### src/rtl/pam_dual_decoder.sv
module pam_dual_decoder #(
  parameter int FLUSH_SYMS = 2
) (
  input  logic       clk,
  input  logic       rst_n,
  input  logic [1:0] mode_i,
  input  logic       sym_vld_i,
  input  logic       cmp_hi_i,
  input  logic       cmp_mid_i,
  input  logic       cmp_lo_i,
  output logic       dec_msb_o,
  output logic       dec_lsb_o,
  output logic       dec_vld_o,
  output logic       prev_bit_o
);
  localparam int CW = $clog2(FLUSH_SYMS + 1);
  localparam logic [1:0] M_PAM2 = 2'b00;
  localparam logic [1:0] M_DFE  = 2'b01;

  logic [1:0]    mode_q;
  logic [CW-1:0] blank_q;
  logic          cap_v, hi_q, mid_q, lo_q;
  logic          nxt_msb, nxt_lsb;

  wire chg  = (mode_i != mode_q);
  wire take = sym_vld_i && !chg && (blank_q == '0);

  always_ff @(posedge clk or negedge rst_n) begin
    if (!rst_n) begin
      mode_q  <= M_PAM2;
      blank_q <= '0;
      cap_v   <= 1'b0;
      hi_q    <= 1'b0;
      mid_q   <= 1'b0;
      lo_q    <= 1'b0;
    end else begin
      mode_q <= mode_i;
      cap_v  <= take;
      if (chg)
        blank_q <= CW'(FLUSH_SYMS);
      else if (sym_vld_i && blank_q != '0)
        blank_q <= blank_q - 1'b1;
      if (take) begin
        hi_q  <= cmp_hi_i;
        mid_q <= cmp_mid_i;
        lo_q  <= cmp_lo_i;
      end
    end
  end

  always_comb begin
    unique case (mode_q)
      M_PAM2: begin nxt_msb = mid_q; nxt_lsb = 1'b0; end
      M_DFE:  begin nxt_msb = prev_bit_o ? hi_q : lo_q; nxt_lsb = 1'b0; end
      default: begin nxt_msb = mid_q; nxt_lsb = mid_q ? ~hi_q : lo_q; end
    endcase
  end

  always_ff @(posedge clk or negedge rst_n) begin
    if (!rst_n) begin
      dec_vld_o  <= 1'b0;
      dec_msb_o  <= 1'b0;
      dec_lsb_o  <= 1'b0;
      prev_bit_o <= 1'b0;
    end else if (chg) begin
      dec_vld_o  <= 1'b0;
      prev_bit_o <= 1'b0;
    end else begin
      dec_vld_o <= cap_v;
      if (cap_v) begin
        dec_msb_o  <= nxt_msb;
        dec_lsb_o  <= nxt_lsb;
        prev_bit_o <= nxt_msb;
      end
    end
  end
endmodule


### config.mk
export PLATFORM = sky130hd
export DESIGN_NAME = pam_dual_decoder
export DESIGN_NICKNAME = d
export VERILOG_FILES = /design/src/rtl/pam_dual_decoder.sv
export SDC_FILE = /design/constraint.sdc
export NUM_CORES = 1
export LEC_CHECK = 0
export ABC_AREA = 1
export BUFFER_PORTS_ARGS = -buffer_cell sky130_fd_sc_hd__buf_2
export CAP_MARGIN = 20
export CORE_UTILIZATION = 30
export CTS_CLUSTER_SIZE = 30
export DETAILED_ROUTE_END_ITERATION = 8
export PLACE_DENSITY = 0.54
export SLEW_MARGIN = 15
export SYNTH_ARGS = -nofsm -noshare
export SYNTH_HDL_FRONTEND = slang
export SYNTH_SLANG_ARGS = --single-unit
### constraint.sdc
create_clock -name clk -period 1.1 [get_ports clk]
set_input_delay 0.055 -clock clk [delete_from_list [all_inputs] [get_ports clk]]
set_output_delay 0.055 -clock clk [all_outputs]
set_load 0.005 [all_outputs]
**Word-level counts from Yosys, hierarchy flattened**

Index checks and enable logic that the tools add are counted.

- Equal/unequal tests: 2
- Add/sub/neg operators: 1
- Reductions and logical operators: 11
- Bitwise gates (word level): 2
- Multiplexer cells: 9

Operators by type and width:

| cell | number |
|---|---|
| 1-bit 2-to-1 mux | 7 |
| 2-bit nonzero test | 3 |
| 2-bit zero test | 2 |
| 2-bit 2-to-1 mux | 2 |
| 1-bit logical AND | 3 |
| 2-bit by 1-bit equality test with 1-bit output (second input constant) | 1 |
| 2-bit inequality test | 1 |
| 1-bit inverter | 2 |
| 2-bit AND reduction | 1 |
| 2-bit OR reduction | 1 |
| 2-bit by 1-bit subtractor with 2-bit output (second input constant) | 1 |
| 1-bit zero test | 1 |

- Bits of input ports: 8
- Flip-flop bits (word level): 12
- Word-level logic and storage cells: 35

**Longest topological paths before layout**

- Word-level depth: 4
- Gate-level depth with buffers: 7
- Depth with buffers taken out: 7

**Least setup slack after synthesis**

OpenSTA, ideal clock, no wires.

- Kind: flip-flop to flip-flop
- From: register blank_q[0]
- To: register blank_q[0]
- Cell stages (with the launch flop): 7
- Required time: 1014 ps
- Library setup time: 86 ps
- Arrival: 933 ps
- Path slack: 81 ps
- Cell sequence: dfrtp_1 > inv_1 > ha_1 > inv_1 > nand2_1 > xor2_1 > nor3_1

- Longest elaborated chain between the ends: 3
- Elaborated cells on any way between the ends: 6
- Classes of those cells: add/sub: 1; mux: 2; reduce/logical: 3

RTL lines:

| item | line | RTL |
|---|---|---|
| start: declaration | 21 | `logic [CW-1:0] blank_q;` |
| start signal: assignment | 40 | `blank_q <= CW'(FLUSH_SYMS);` |
| start signal: assignment | 42 | `blank_q <= blank_q - 1'b1;` |
| 2-bit by 1-bit subtractor with 2-bit output / 2-bit nonzero test (equally long branches) | 42, 41 |  |
| 2-bit 2-to-1 mux / 1-bit logical AND (equally long branches) | 41 | `else if (sym_vld_i && blank_q != '0)` |
| 2-bit 2-to-1 mux / 2-bit nonzero test (equally long branches) | - |  |

Parallel ways exist; a longest one is shown, timed or not. The select of a mux whose other input is x is not followed.
A chain may end at the register's enable or synchronous reset.

**Worst setup path after layout**

- From: input mode_i[1]
- To: register lo_q

- Longest elaborated chain between the ends: 4

RTL lines:

| item | line | RTL |
|---|---|---|
| start: declaration | 6 | `input logic [1:0] mode_i,` |
| 2-bit inequality test | 25 | `wire chg = (mode_i != mode_q);` |
| 1-bit zero test | 26 | `wire take = sym_vld_i && !chg && (blank_q == '0);` |
| 1-bit logical AND (2 in a row) | 26 |  |
| end signal: assignment | 46 | `lo_q <= cmp_lo_i;` |
| end: declaration | 22 | `logic cap_v, hi_q, mid_q, lo_q;` |

Every way passes these cells.

==> flow_summary.json <==
{
  "cp_data_arrival_time_ns": 1.28,
  "area_growth_pct": 37.5,
  "clk_pin_slew_ns": 0.08,
  "num_io_pins": 12,
  "path_class": "primary input to register",
  "synth.most_common_cell": "nand2_1",
  "routed_wl_mm": 1.13,
  "core_area_um2": 1780,
  "power_density_nw_per_um2": 1430,
  "port_buffers": 11,
  "clockBufferDepth": 2,
  "nNetsFinal": 104,
  "drt-pass1-iter-count": 4,
  "post-place-cells": 107,
  "grt_setup_unrepaired": "true",
  "routedWlPerCell_um": 9.45,
  "slew_headroom_pct": 81.7,
  "dieHeight_um": 46.5,
  "yosys_register_bits": 12,
  "syn-num-nets": 80,
  "post_dp_cell_area_um2": 681,
  "antenna_left": 0,
  "drt_iter0_drc": 9,
  "outcome": "complete, but fails checks",
  "clock-sinks": 12,
  "final_area_um2": 817,
  "synth_cell_types": 15,
  "cts-htree-levels": 1,
  "yosys-top-cells-count": "nand2_1 (26), dfrtp_1 (12), inv_1 (9)",
  "worstPathCellList": "dlygate4sd3_1 -> buf_2 -> inv_1 -> nand2_2 -> nand2_4 -> nor2_8 -> nand2_4 -> nand2_1 -> nand2_1",
  "synth_flop_cell": "dfrtp_1",
  "final_cells": 119,
  "cts_root_buffer": "clkbuf_4",
  "crit_required_ns": 1.27,
  "final_util_pct": 45.8,
  "start_util_pct": 33.3,
  "synthTopCellsByArea": "dfrtp_1 (51%), nand2_1 (16%), inv_1 (5.7%)",
  "fmax_ghz": 0.905,
  "min_period_over_period_pct": 100,
  "cp_num_buf_inv": 3,
  "hold-worst-slack_ns": 0.0176,
  "critical_path.max_fanout": 8,
  "max-vdd-ir-drop_v": 0.000701,
  "drc": 0,
  "synthCells": 71,
  "fin_ws_ns": -0.00524,
  "maxCapViolations": 0,
  "slowest_delay_ns": 0.52,
  "skew_ns": 0.00569,
  "vias": 495,
  "yosys.area.top_type": "dfrtp_1",
  "finalSetupViolCount": 2,
  "cts_inserted_buffers": 3,
  "synth_top_area_share_pct": 50.5,
  "grt.total_usage_pct": 13.0,
  "yosysSeqAreaShare_pct": 50.5,
  "grt.overflow.total": 0,
  "drive_above_1_share_pct": 39.4,
  "avgSynthCellArea_um2": 8.37,
  "end_kind": "register",
  "antennaDiodeCount": 0,
  "critPathLaunchType": "primary input",
  "cts_tree": "yes",
  "synth_edf_count": 0,
  "worstMarginPinSlew_ns": 0.275,
  "dieArea_um2": 2160,
  "vias_per_cell": 4.16,
  "crit_slowest_cell": "dlygate4sd3_1",
  "crit_family": "buffers and inverters",
  "drv_slew": 0,
  "syn-cell-area_um2": 594,
  "clk_latency_ns": 0.28,
  "hold_viol_final": 0,
  "hold_path_class": "primary input to register",
  "rows": 15,
  "grt_max_degree": 13,
  "leakage_nw": 0.475,
  "yosysWarnings": 0,
  "antenna_found_initial": 0,
  "die_w_um": 46.5,
  "timing.final.crit_period_ns": 1.11,
  "violations": "setup timing",
  "async_flop_share_pct": 100,
  "grt_pass1_vias": 468,
  "globalplace.congestion": 0.744,
  "grt_first_pass_wirelength_mm": 1.84,
  "dp_hpwl_um": 793
}
metal layers:
layer	global-route usage, %	wire [µm]	vias up
met5	0	0	-
met4	5.29	19	0
met3	7.06	50	2
met2	22.5	588	14
met1	12.6	467	216
li1	-	-	263
final cells by class:
type	instances	area [µm²]
Clock buffer	4	36.3
Fill cell	184	966
Inverter	12	45.0
Multi-Input combinational cell	47	277
Sequential cell	12	300
Tap cell	25	31.3
Timing Repair Buffer	19	128
flip-flops by register name, indices dropped and copies added, names as in the netlist:
signal      count
blank_q         2
cap_v           1
dec_lsb_o       1
dec_msb_o       1
dec_vld_o       1
hi_q            1
lo_q            1
mid_q           1
mode_q          2
prev_bit_o      1
layout by cell type (no fill, tap or decap), drive strengths merged:
cell type and n:
nor3 1, nor2 4, inv 12, o21ai 2
buf 14, dlygate4sd3 5, xor2 1, o211ai 1
ha 1, clkbuf 4, nand3 6, dfrtp 12
nand2 31
worst register-to-register path, cell delays in order, from the launching register on:
cell and delay, ns:
dfrtp_1 0.39, inv_1 0.06, ha_2 0.18, inv_2 0.04, nand2_2 0.06, xor2_1 0.19
nor3_2 0.07
cells by family (layout without fill, tap and decap cells):
family	after synthesis	in the layout	share of synthesized area, %
adder cells (fa/ha/maj)	1	1	2.10
AND/OR/NAND/NOR	42	42	35.4
flip-flops	12	12	50.5
buffers and inverters	12	35	7.58
XOR/XNOR	1	1	1.47
AO/OA/AOI/OAI	3	3	2.95
path summary, 6_finish.rpt:
kind | from | endpoint | slack [ns] | cells after the start
min in group asynchronous | rst_n | mode_q[1] | 0.18 | 2
min reg2reg | dec_msb_o | dec_msb_o | 0.48 | 2
min | cmp_lo_i | lo_q | 0.02 | 3
max in group asynchronous | rst_n | cap_v | 0.70 | 2
max reg2reg | blank_q[0] | blank_q[0] | 0 | 6
max | mode_i[1] | lo_q | -0.005 | 9
power breakdown:
| group | switching (W) | internal (W) | leakage [nW] |
|---|---|---|---|
| clock network | 0.000155 | 0.000201 | 0.0210 |
| registers | 0.0000513 | 0.000505 | 0.154 |
| logic | 0.000136 | 0.000117 | 0.300 |
| total | 0.000342 | 0.000823 | 0.475 |
what timing repair did:
item | CTS | global route
pin swaps | 2 | 3
hold endpoints to repair | 16 | 0
setup endpoints to repair | 1 | 8
resized for setup | 3 | 7
hold buffers | 5 | 0
buffers inserted | 2 | 1
stage by stage:
step	TNS (ns)	worst slack (ns)	power, W
final	-0.00919	-0.00524	0.00116
after global routing	-0.305	-0.0808	0.00125
after global placement	-0.0214	-0.0214	0.000769
after detailed placement	-0.0379	-0.0379	0.000771
after CTS	-0.0194	-0.0194	0.00116
after floorplan	0	0.0812	0.000700
Power figures use the tool's default switching activity.
